===== src/rtl/i2c_wt_pkg.sv =====
package i2c_wt_pkg;
  localparam int BYTE_W = 8;
  localparam int WORD_W = 2 * BYTE_W;
  localparam int BIT_CW = $clog2(BYTE_W);

  typedef enum logic [2:0] {
    PH_IDLE, PH_RXBIT, PH_RXEND, PH_RXACK, PH_TXBIT, PH_TXACK, PH_TXNEXT
  } phase_t;

  typedef enum logic [2:0] {
    BY_DEV, BY_AHI, BY_ALO, BY_DHI, BY_DLO, BY_RD
  } role_t;
endpackage


===== src/rtl/i2c_wt_rstsync.sv =====
module i2c_wt_rstsync #(
  parameter int STAGES = 2
) (
  input  logic clk,
  input  logic arst_n,
  output logic srst_n
);
  logic [STAGES-1:0] chain_q;

  always_ff @(posedge clk or negedge arst_n) begin
    if (!arst_n) chain_q <= '0;
    else         chain_q <= {chain_q[STAGES-2:0], 1'b1};
  end

  assign srst_n = chain_q[STAGES-1];
endmodule


===== src/rtl/i2c_wt_sync.sv =====
module i2c_wt_sync #(
  parameter int STAGES = 2
) (
  input  logic clk,
  input  logic rst_n,
  input  logic scl_i,
  input  logic sda_i,
  output logic sda_s,
  output logic scl_rise,
  output logic scl_fall,
  output logic start_det,
  output logic stop_det
);
  localparam int LINES = 2;

  logic [LINES-1:0] raw, cur, prev_q;
  assign raw = {sda_i, scl_i};

  for (genvar g = 0; g < LINES; g++) begin : g_line
    logic [STAGES-1:0] sh_q;
    always_ff @(posedge clk or negedge rst_n) begin
      if (!rst_n) sh_q <= '1;
      else        sh_q <= {sh_q[STAGES-2:0], raw[g]};
    end
    assign cur[g] = sh_q[STAGES-1];
  end

  always_ff @(posedge clk or negedge rst_n) begin
    if (!rst_n) prev_q <= '1;
    else        prev_q <= cur;
  end

  assign sda_s     = cur[1];
  assign scl_rise  =  cur[0] & ~prev_q[0];
  assign scl_fall  = ~cur[0] &  prev_q[0];
  assign start_det =  cur[0] &  prev_q[0] &  prev_q[1] & ~cur[1];
  assign stop_det  =  cur[0] &  prev_q[0] & ~prev_q[1] &  cur[1];
endmodule


===== src/rtl/i2c_word_target.sv =====
module i2c_word_target
  import i2c_wt_pkg::*;
#(
  parameter logic [6:0] DEV_ID      = 7'h1A,
  parameter int         SYNC_STAGES = 2
) (
  input  logic              clk,
  input  logic              rst_n,
  input  logic              scl_i,
  input  logic              sda_i,
  output logic              sda_oe,
  input  logic              autoinc_en,
  output logic [WORD_W-1:0] reg_addr,
  output logic [WORD_W-1:0] reg_wdata,
  output logic              reg_wr,
  output logic              reg_rd,
  input  logic [WORD_W-1:0] reg_rdata
);
  localparam logic [BIT_CW-1:0] LAST_BIT = BIT_CW'(BYTE_W - 1);

  logic rst_n_s;
  logic sda_s, scl_rise, scl_fall, start_det, stop_det;

  i2c_wt_rstsync #(.STAGES(2)) rsync_i (
    .clk(clk), .arst_n(rst_n), .srst_n(rst_n_s)
  );

  i2c_wt_sync #(.STAGES(SYNC_STAGES)) lsync_i (
    .clk(clk), .rst_n(rst_n_s), .scl_i(scl_i), .sda_i(sda_i),
    .sda_s(sda_s), .scl_rise(scl_rise), .scl_fall(scl_fall),
    .start_det(start_det), .stop_det(stop_det)
  );

  phase_t             phase_q, phase_d;
  role_t              role_q, role_d;
  logic [BIT_CW-1:0]  cnt_q, cnt_d;
  logic [BYTE_W-2:0]  rx_sr_q, rx_sr_d;
  logic [BYTE_W-2:0]  tx_sr_q, tx_sr_d;
  logic [BYTE_W-1:0]  dhi_q, dhi_d;
  logic [WORD_W-1:0]  addr_q, addr_d, wdata_q, wdata_d, word_q, word_d;
  logic               wr_q, wr_d, rd_q, rd_d, cap_q, cap_d;
  logic               oe_q, oe_d, tx_lo_q, tx_lo_d;
  logic [BYTE_W-1:0]  rx_byte, tx_byte;

  assign rx_byte = {rx_sr_q, sda_s};
  assign tx_byte = tx_lo_q ? word_q[BYTE_W-1:0] : word_q[WORD_W-1:BYTE_W];

  // Next-state logic
  always_comb begin
    phase_d = phase_q;
    role_d  = role_q;
    cnt_d   = cnt_q;
    rx_sr_d = rx_sr_q;
    tx_sr_d = tx_sr_q;
    dhi_d   = dhi_q;
    addr_d  = addr_q;
    wdata_d = wdata_q;
    word_d  = word_q;
    oe_d    = oe_q;
    tx_lo_d = tx_lo_q;
    wr_d    = 1'b0;
    rd_d    = 1'b0;
    cap_d   = rd_q;
    if (cap_q) word_d = reg_rdata;
    if ((wr_q || rd_q) && autoinc_en) addr_d = addr_q + 1'b1;

    if (start_det) begin
      phase_d = PH_RXBIT;
      role_d  = BY_DEV;
      cnt_d   = '0;
      oe_d    = 1'b0;
    end else if (stop_det) begin
      phase_d = PH_IDLE;
      oe_d    = 1'b0;
    end else begin
      case (phase_q)
        PH_RXBIT: if (scl_rise) begin
          rx_sr_d = rx_byte[BYTE_W-2:0];
          cnt_d   = cnt_q + 1'b1;
          if (cnt_q == LAST_BIT) begin
            phase_d = PH_RXEND;
            case (role_q)
              BY_DEV: begin
                if (rx_byte[BYTE_W-1:1] != DEV_ID) begin
                  phase_d = PH_IDLE;
                end else if (rx_byte[0]) begin
                  role_d = BY_RD;
                  rd_d   = 1'b1;
                end else begin
                  role_d = BY_AHI;
                end
              end
              BY_AHI: begin
                addr_d[WORD_W-1:BYTE_W] = rx_byte;
                role_d = BY_ALO;
              end
              BY_ALO: begin
                addr_d[BYTE_W-1:0] = rx_byte;
                role_d = BY_DHI;
              end
              BY_DHI: begin
                dhi_d  = rx_byte;
                role_d = BY_DLO;
              end
              BY_DLO: begin
                wdata_d = {dhi_q, rx_byte};
                wr_d    = 1'b1;
                role_d  = BY_DHI;
              end
              default: phase_d = PH_IDLE;
            endcase
          end
        end
        PH_RXEND: if (scl_fall) begin
          oe_d    = 1'b1;
          phase_d = PH_RXACK;
        end
        PH_RXACK: if (scl_fall) begin
          cnt_d = '0;
          if (role_q == BY_RD) begin
            phase_d = PH_TXBIT;
            tx_sr_d = word_q[WORD_W-2:BYTE_W];
            oe_d    = ~word_q[WORD_W-1];
            tx_lo_d = 1'b1;
          end else begin
            phase_d = PH_RXBIT;
            oe_d    = 1'b0;
          end
        end
        PH_TXBIT: if (scl_fall) begin
          if (cnt_q == LAST_BIT) begin
            phase_d = PH_TXACK;
            oe_d    = 1'b0;
          end else begin
            cnt_d   = cnt_q + 1'b1;
            oe_d    = ~tx_sr_q[BYTE_W-2];
            tx_sr_d = {tx_sr_q[BYTE_W-3:0], 1'b0};
          end
        end
        PH_TXACK: if (scl_rise) begin
          if (sda_s) begin
            phase_d = PH_IDLE;
          end else begin
            phase_d = PH_TXNEXT;
            if (!tx_lo_q) rd_d = 1'b1;
          end
        end
        PH_TXNEXT: if (scl_fall) begin
          phase_d = PH_TXBIT;
          cnt_d   = '0;
          tx_sr_d = tx_byte[BYTE_W-2:0];
          oe_d    = ~tx_byte[BYTE_W-1];
          tx_lo_d = ~tx_lo_q;
        end
        default: ;
      endcase
    end
  end

  // State registers
  always_ff @(posedge clk or negedge rst_n_s) begin
    if (!rst_n_s) begin
      phase_q <= PH_IDLE;
      role_q  <= BY_DEV;
      cnt_q   <= '0;
      rx_sr_q <= '0;
      tx_sr_q <= '0;
      dhi_q   <= '0;
      addr_q  <= '0;
      wdata_q <= '0;
      word_q  <= '0;
      wr_q    <= 1'b0;
      rd_q    <= 1'b0;
      cap_q   <= 1'b0;
      oe_q    <= 1'b0;
      tx_lo_q <= 1'b0;
    end else begin
      phase_q <= phase_d;
      role_q  <= role_d;
      cnt_q   <= cnt_d;
      rx_sr_q <= rx_sr_d;
      tx_sr_q <= tx_sr_d;
      dhi_q   <= dhi_d;
      addr_q  <= addr_d;
      wdata_q <= wdata_d;
      word_q  <= word_d;
      wr_q    <= wr_d;
      rd_q    <= rd_d;
      cap_q   <= cap_d;
      oe_q    <= oe_d;
      tx_lo_q <= tx_lo_d;
    end
  end

  assign sda_oe    = oe_q;
  assign reg_addr  = addr_q;
  assign reg_wdata = wdata_q;
  assign reg_wr    = wr_q;
  assign reg_rd    = rd_q;
endmodule


===== config.mk =====
export PLATFORM = sky130hd
export DESIGN_NAME = i2c_word_target
export DESIGN_NICKNAME = d
export VERILOG_FILES = /design/src/rtl/i2c_wt_pkg.sv /design/src/rtl/i2c_wt_rstsync.sv /design/src/rtl/i2c_wt_sync.sv /design/src/rtl/i2c_word_target.sv
export SDC_FILE = /design/constraint.sdc
export NUM_CORES = 1
export LEC_CHECK = 0
export BUFFER_PORTS_ARGS = -buffer_cell sky130_fd_sc_hd__buf_4
export CAP_MARGIN = 20
export CORE_MARGIN = 5
export CORE_UTILIZATION = 50
export CTS_CLUSTER_DIAMETER = 30
export DETAILED_ROUTE_END_ITERATION = 8
export MAX_ROUTING_LAYER = met4
export PLACE_DENSITY = 0.72
export SLEW_MARGIN = 5
export SYNTH_ARGS = -nofsm -noshare
export SYNTH_HDL_FRONTEND = slang
export SYNTH_HIERARCHICAL = 1
export SYNTH_SLANG_ARGS = --single-unit

===== constraint.sdc =====
create_clock -name clk -period 2.79 [get_ports clk]
set_input_delay 0.279 -clock clk [delete_from_list [all_inputs] [get_ports clk]]
set_output_delay 0.279 -clock clk [all_outputs]
set_load 0.01 [all_outputs]

==> flow_summary.ini, run 1 <==
[setup_path]
cp.arrival_ps = 2510
path_class = flop to flop
critical_path.startpoint_type = flop
required_ps = 3040
crit_path_end_kind = flop
path_max_fanout = 10
r2r_slack_ps = 530
r2r-start = lsync_i/g_line[1].sh_q[1]
r2r-end = dhi_q[0]
worst_r2r_path_depth = 5

[global_routing]
grt_pass1_vias = 3075
antenna_found_initial = 0
grt_max_degree = 88
grt_overflow = 0
grt_pass1_wl_um = 14890
track_usage = 0.1819

[drt]
route.vias.total = 3250
post-route-drc-count = 0
drt-initial-drc-count = 250
wl_per_cell_um = 15.42
routed_via_density = 5.633
ant_nets = 0
wirelength_um = 8897
dr.pass1.iters = 4

[synth]
synth_area_sq_mm = 0.004370
synth_top_area_share = 0.4924
netlist_instances = 411
synth.largest_area_cell = dfrtp_1
ys_types = 50
synth_edf_count = 0
ys_async_sr_fraction = 1.000
syn_avg_cell_area_sq_um = 10.63
yosysWarnings = 6
synth_ff_type = dfrtp_1
yosysSeqAreaShare = 0.5285
synth.net_count = 435
ys_ff_latch = 92
synthTopCellsByArea = dfrtp_1, mux2_2, nand2_1

[sta]
rsz0062_at_grt = false
relSlewSlack = 0.5623
finalCritPeriodShare = 0.8100
period_needed_ps = 2260
setup_tns_ps = 0
setup_viol = 0
fmax_ghz = 0.4425
hold_viol = 0
tightest_slew_ps = 651.5
skew_ps = 15.74
drv_slew = 0

[clock_network]
htree_levels = 3
cts_tree = built
clk_latency_ps = 360
ctsHoldBuffers = 1
cts_buffer_depth = 2
clk_pin_slew_ps = 90
root_buffer = clkbuf_8
cts_buffers = 9
cts_setup_buffers = 0
cts.sink_count = 92
ctsResizeCount = 0

[power_and_ir_drop]
p_clk_frac = 0.343
ir_drop_v = 0.0003210
power.density_mw_per_mm2 = 540.0
intPower_w = 0.002002
swShare = 0.2772
seq_power_share = 0.566
power_leakage_nw = 2.419
switchingPower_w = 0.0007678
power_frac_comb = 0.090

[hold_path]
min_to = lsync_i/g_line[0].sh_q[0]
hold_path.class = input port to flop
worstHoldStart = scl_i
holdPathStages = 1

[die]
die_w_um = 103.5
start_util = 0.5061
io_pins = 56
num_rows = 34
die_area_sq_mm = 0.01071
fp.dieH_um = 103.5
core_area_sq_mm = 0.008636

[place]
io_buffers = 55
gp_congestion = 0.8944
dp_hpwl_um = 6220

[run_status]
outcome = complete, no violations

[final_layout]
diodes = 0
nets = 488
drive_above_1_share = 0.2772
final_cell_mix = dfrtp_1, buf_4, nand2_1, mux2_2, nor2_1
finalCoreUtilization = 0.5940
synthToLayoutAreaGrowth_pct = 17.38
final_common_cell = dfrtp_1

[run]
maxCapViolCount = 0
==> area by class of cell <==
type | instances | area (sq um)
clock buffer | 10 | 137.6
clock inverter | 6 | 75.07
fill | 710 | 3506
inverter | 5 | 18.77
multi-input combinational | 288 | 1922
sequential | 92 | 2313
tap | 108 | 135.1
timing repair buffer | 68 | 528.0
==> power groups by stage <==
stage,clock [W],sequential [W],combinational [W]
after CTS,0.000968,0.00158,0.000235
after global routing,0.00103,0.00159,0.000283
final,0.000951,0.00157,0.000250
after detailed placement,0,0.00160,0.000236
after floorplan,0,0.00152,0.000196
after global placement,0,0.00160,0.000226
==> cells in the mapped netlist (2+ instances only) <==
master,count
nand3b_1,7
o21ai_0,13
and4b_1,2
xnor2_1,9
a211oi_1,7
and3_1,3
clkbuf_1,16
o21a_1,2
a32o_1,2
o211ai_1,2
nand2_1,44
buf_6,2
mux2i_1,5
nand3_1,12
mux2_4,2
a22oi_1,4
a21o_1,7
nor3_1,11
nand2b_1,6
dfstp_2,6
a21oi_1,29
ha_1,3
xor2_1,7
buf_2,6
nand4b_1,3
o22ai_1,6
and4_1,2
nand4_1,4
nor4b_1,2
a31oi_1,3
mux2_2,36
nor2b_1,8
buf_1,2
dfrtp_1,86
nor4_1,2
nor2_1,32
inv_1,5
==> critical path, stage by stage (launching register included) <==
cell	delay [ps]
dfstp_2	530
and4b_1	310
or2_0	370
nor3_4	250
nand4_2	320
mux2_2	370
==> sequential cells by signal (all words and copies together), names as in the netlist <==
signal,cells
reg_addr,16
reg_wdata,16
word_q,16
dhi_q,8
rx_sr_q,7
tx_sr_q,7
lsync_i/g_line.sh_q,4
cnt_q,3
phase_q,3
role_q,3
lsync_i/prev_q,2
rsync_i/chain_q,2
cap_q,1
reg_rd,1
reg_wr,1
sda_oe,1
tx_lo_q,1
==> per-layer routing <==
metal | global-route usage | vias to the layer above | routed length, um
met5 | - | - | 0
met4 | 0.04183 | 0 | 87
met3 | 0.03823 | 10 | 413
met2 | 0.2775 | 83 | 4205
met1 | 0.2517 | 1589 | 4190
li1 | - | 1568 | -
==> per-stage QoR <==
stage               cells  area (sq um)  hold slack (ps)  total power, W  setup slack (ps)
floorplan             411          4370           -16.59        0.001718             48.16
global placement      558          4877            60.70        0.001826             586.0
detailed placement    558          4877            62.50        0.001840             545.2
CTS                   575          5100            8.895        0.002783             531.5
global route          577          5130            4.064        0.002895             391.8
finish                577          5130            28.32        0.002770             530.0
==> how the worst max path moves through the flow <==
stage | start | to | slack (ps) | cells past startpoint
detailed placement | lsync_i/g_line[1].sh_q[1] | dhi_q[2] | 550 | 5
global placement | lsync_i/g_line[1].sh_q[1] | reg_wdata[6] | 590 | 5
floorplan | rsync_i/chain_q[1] | cap_q | 50 | 0
finish | lsync_i/g_line[1].sh_q[1] | dhi_q[0] | 530 | 5
CTS | lsync_i/g_line[1].sh_q[1] | dhi_q[2] | 530 | 5
global route | lsync_i/g_line[1].sh_q[1] | reg_wdata[11] | 390 | 6
==> kinds of logic (layout without fill, tap and decap cells) <==
logic type | Yosys count | in the layout | share of synthesized area
flops | 92 | 92 | 0.5285
xor+xnor | 16 | 16 | 0.03207
mux | 43 | 43 | 0.1111
other cells | 1 | 1 | 0.0008580
buf+inv | 31 | 89 | 0.03178
fa+ha+maj | 3 | 3 | 0.008590
compound gates | 80 | 80 | 0.1137
simple gates | 145 | 145 | 0.1735
(Power assumes the default switching activity.)
==> run 2: changes to the inputs <==
==> constraint.sdc (replaced) <==
create_clock -name clk -period 2 [get_ports clk]
set_input_delay 0.2 -clock clk [delete_from_list [all_inputs] [get_ports clk]]
set_output_delay 0.2 -clock clk [all_outputs]
set_load 0.01 [all_outputs]
==> run 2 against run 1 <==
Net effect:
- the flow now finishes with violations (setup timing)
- die area stayed put
- via count is 4.1% higher
- sequential power is 37% higher
- sequential share of layout area is 2.0 points lower
- worst setup slack worse by 540 ps
- routed wire length is 8.1% higher
- cell area is 4.7% higher
- count of clock-buffer cells in the layout is 1 higher
- clock power is 24% higher
- critical path type unchanged
==> flow_summary.ini, run 2 (same netlist as run 1, synthesis figures left out) <==
[global_routing]
antenna_found_initial = 0
grt_pass1_wl_um = 15930
grt_pass1_vias = 3254
grt_overflow = 0
grt_max_degree = 33
track_usage = 0.1965

[run_status]
violations = setup timing
outcome = finished with violations

[place]
io_buffers = 55
gp_congestion = 0.8601
place_ws_ps = -26.12
dp_hpwl_um = 6568
placed_cell_area_sq_mm = 0.005055

[sta]
relSlewSlack = 0.5684
skew_ps = 15.08
rsz0062_at_grt = true
setup_viol = 1
drv_slew = 0
hold_viol = 0
fmax_ghz = 0.4965
finalCritPeriodShare = 1.007
period_needed_ps = 2014
tightest_slew_ps = 647.5
worst_slack_ps = -13.97

[clock_network]
htree_levels = 3
cts.sink_count = 92
root_buffer = clkbuf_8
cts_tree = built
clk_pin_slew_ps = 90
cts_buffers = 9
clk_latency_ps = 370
cts_buffer_depth = 2

[die]
num_rows = 34
start_util = 0.5061
die_w_um = 103.5
die_area_sq_mm = 0.01071
io_pins = 56
core_area_sq_mm = 0.008636
fp.dieH_um = 103.5

[power_and_ir_drop]
power_leakage_nw = 2.566
power.density_mw_per_mm2 = 703.5
ir_drop_v = 0.0004801

[drt]
dr.pass1.iters = 4
route.vias.total = 3383
ant_nets = 0
wirelength_um = 9618
wl_per_cell_um = 15.95
post-route-drc-count = 0
routed_via_density = 5.610
drt-initial-drc-count = 170

[setup_path]
crit_path_start = lsync_i/prev_q[1]
slowest_delay_ps = 530
required_ps = 2250
path_max_fanout = 7
worst-path-buf-inv = 1
critPathSlowestCell = dfstp_2
path_class = flop to flop
path_delay_family = simple AND/OR/NAND/NOR gates
crit_path_end_kind = flop
critical_path.startpoint_type = flop
r2r-start = lsync_i/prev_q[1]
crit_chain = and4b_1 > or2_4 > nor3_4 > buf_12 > nand4_4 > mux2_4
cp.arrival_ps = 2260

[run]
maxCapViolCount = 0

[final_layout]
fill_cells = 713
synthToLayoutAreaGrowth_pct = 22.87
final_common_cell = buf_4
final_cell_mix = buf_4, dfrtp_1, nand2_1, mux2_2, nor2_1
stdcell_area_sq_mm = 0.005370
nets = 514
diodes = 0
drive_above_1_share = 0.3253

[hold_path]
hold_path.class = input port to flop
worstHoldStart = reg_rdata[8]
[run 2: area by class of cell]
cell class                      instances  area, sq um  share of cell area
Clock buffer                           11        141.4             0.02633
Clock inverter                          5        45.04            0.008388
Inverter                                5        18.77            0.003495
Multi-Input combinational cell        289         1986              0.3698
Sequential cell                        92         2313              0.4308
Tap cell                              108        135.1             0.02516
Timing Repair Buffer                   93        730.7              0.1361
[run 2: per-layer routing]
layer  routed length, um  GRT usage  vias up
met4                 163    0.06375        0
met2                4677     0.2995       74
met3                 422    0.03286       17
met5                   0          -        -
met1                4354     0.2693     1666
li1                    -          -     1626
[run 2: path summary, 6_finish.rpt]
| path | endpoint | slack [ps] | depth (start not counted) |
|---|---|---|---|
| max | reg_wdata[1] | -10 | 6 |
| min | word_q[8] | 40 | 3 |
| max reg2reg | reg_wdata[1] | -10 | 6 |
| min reg2reg | reg_wdata[0] | 280 | 0 |
| max in group asynchronous | dhi_q[3] | 1130 | 1 |
| min in group asynchronous | rsync_i/chain_q[1] | 130 | 2 |
[run 2: what timing repair did]
item                                    CTS  global route
hold buffers                              3             0
pin swaps                                 1             4
cloned                                    0             1
endpoints found under the hold margin     4             0
gates resized for setup                   2            11
endpoints found under the setup margin   21            44
setup buffers                             1             2
[run 2: power by group]
group / leakage, nW / internal (W) / switching [W]
sequential: 1.15 / 0.00197 / 0.000184
combinational: 1.32 / 0.000230 / 0.000213
clock: 0.0920 / 0.000504 / 0.000678
total: 2.57 / 0.00270 / 0.00107
[run 2: worst register-to-register path, stage by stage (launching register included)]
cell and delay [ps]:
dfstp_2 530, and4b_1 190, or2_4 280, nor3_4 200, buf_12 150, nand4_4 200, mux2_4 360
[run 2: stage by stage]
step             util  instances  hold slack (ps)  TNS, ps  total power [W]
5_1_grt        0.6218        603            25.89   -798.2         0.003963
3_3_place_gp   0.5853        580           -17.93        0         0.002584
2_1_floorplan       -        411           -95.59    -4334         0.002397
3_5_place_dp   0.5853        580           -15.99   -219.0         0.002608
6_report       0.6218        603            35.69   -13.97         0.003778
4_1_cts        0.6114        600            22.22   -14.70         0.003787
==> run 3: changes to the inputs <==
--- a/config.mk
+++ b/config.mk
@@ -5,7 +5,7 @@
 export SDC_FILE = /design/constraint.sdc
 export NUM_CORES = 1
 export LEC_CHECK = 0
-export BUFFER_PORTS_ARGS = -buffer_cell sky130_fd_sc_hd__buf_4
+export BUFFER_PORTS_ARGS = -buffer_cell sky130_fd_sc_hd__buf_2
 export CAP_MARGIN = 20
 export CORE_MARGIN = 5
 export CORE_UTILIZATION = 50
==> run 3 against run 2 <==
Net effect:
- the flow still finishes with violations (setup timing)
- final cell count did not move
- combinational power fell by 4%
- via count fell by 1.6%
- critical endpoint unchanged
==> flow_summary.ini, run 3 (same netlist as run 1, synthesis figures left out) <==
[run_status]
outcome = finished with violations
violations = setup timing

[die]
die_w_um = 103.5
start_util = 0.5061
io_pins = 56
core_area_sq_mm = 0.008636
fp.dieH_um = 103.5
die_area_sq_mm = 0.01071
num_rows = 34

[global_routing]
antenna_found_initial = 0
grt_pass1_wl_um = 15320
track_usage = 0.1907
grt_pass1_vias = 3206
grt_overflow = 0
grt_max_degree = 64

[clock_network]
root_buffer = clkbuf_8
cts_tree = built
cts.sink_count = 92
cts_buffers = 9
clk_latency_ps = 370
htree_levels = 3
cts_buffer_depth = 2
clk_pin_slew_ps = 90

[drt]
drt-initial-drc-count = 197
post-route-drc-count = 0
wl_per_cell_um = 15.64
ant_nets = 0
wirelength_um = 9428
route.vias.total = 3328
dr.pass1.iters = 4
routed_via_density = 5.519

[sta]
period_needed_ps = 2024
drv_slew = 0
fmax_ghz = 0.4941
finalCritPeriodShare = 1.012
relSlewSlack = 0.5275
setup_viol = 3
skew_ps = 12.20
worst_slack_ps = -23.92
tightest_slew_ps = 708.7
rsz0062_at_grt = true
hold_viol = 0

[final_layout]
drive_above_1_share = 0.3273
final_common_cell = dfrtp_1
stdcell_area_sq_mm = 0.005243
synthToLayoutAreaGrowth_pct = 19.95
nets = 514
diodes = 0
final_cell_mix = dfrtp_1, buf_2, nand2_1, mux2_2, buf_4

[power_and_ir_drop]
power_leakage_nw = 2.521
power_frac_comb = 0.110
seq_power_share = 0.556
power.density_mw_per_mm2 = 739.5
switchingPower_w = 0.001064
swShare = 0.2743
intPower_w = 0.002813
p_clk_frac = 0.334
ir_drop_v = 0.0005148
total_power_w = 0.003877

[setup_path]
path_max_fanout = 7
path_class = flop to flop
worst_r2r_path_depth = 6
r2r-end = reg_wdata[1]
cp.arrival_ps = 2270
r2r-start = lsync_i/prev_q[1]
crit_path_end_kind = flop
critical_path.startpoint_type = flop
r2r_slack_ps = -20
required_ps = 2250
crit_path_start = lsync_i/prev_q[1]
endpoint = reg_wdata[1]

[place]
place_ws_ps = -25.95
gp_congestion = 0.8199
placed_cell_area_sq_mm = 0.004900
io_buffers = 55
dp_hpwl_um = 6437

[hold_path]
hold_path.class = input port to flop

[run]
maxCapViolCount = 0
## run 3: worst min-delay path by stage
| stage | startpoint | to | depth (start not counted) |
|---|---|---|---|
| after global placement | rst_n | rsync_i/chain_q[0] | 1 |
| after CTS | reg_rdata[8] | word_q[8] | 3 |
| after global routing | reg_rdata[8] | word_q[8] | 3 |
| after floorplan | rst_n | rsync_i/chain_q[0] | 0 |
| final | reg_rdata[8] | word_q[8] | 3 |
| after detailed placement | rst_n | rsync_i/chain_q[0] | 1 |
## run 3: final cells by class
type | count | area [sq um]
inverter | 5 | 18.77
timing repair buffer | 93 | 596.8
tap | 108 | 135.1
multi-input combinational | 289 | 1969
clock buffer | 10 | 137.6
sequential | 92 | 2313
fill | 717 | 3393
clock inverter | 6 | 71.32
## run 3: what timing repair did
action	CTS	global route
endpoints found under the hold margin	4	0
hold buffers	3	0
gates cloned	1	0
buffers inserted	6	1
pin swaps	3	5
setup endpoints to repair	19	58
resized for setup	2	10
## run 3: metal layers
metal  global-route usage  wire length (um)  part of all wire
met5                    -                 0                 0
met4              0.06574               141             0.015
met3              0.03957               317             0.034
met2               0.2995              4545              0.48
met1               0.2471              4424              0.47
## run 3: power groups by stage
stage               Clock (W)  Sequential, W  Combinational [W]
finish                0.00129        0.00216           0.000425
global route          0.00140        0.00218           0.000471
CTS                   0.00132        0.00216           0.000419
detailed placement          0        0.00219           0.000396
global placement            0        0.00219           0.000380
floorplan                   0        0.00212           0.000274
## run 3: per-stage QoR
stage          hold WS, ps  instances    util  TNS, ps
2_1_floorplan       -95.59        411       -    -4334
3_3_place_gp        -14.31        576  0.5674        0
3_5_place_dp        -13.02        576  0.5674   -166.1
4_1_cts              25.83        602  0.6020   -22.46
5_1_grt              34.86        603  0.6071    -1289
6_report             41.20        603  0.6071   -31.75
## run 3: worst max-delay path, cell delays in order, from the launching register on
cell and delay, ps:
dfstp_2 530, and4b_1 200, or2_4 280, nor3_4 190, buf_4 160, nand4_4 190, mux2_4 360
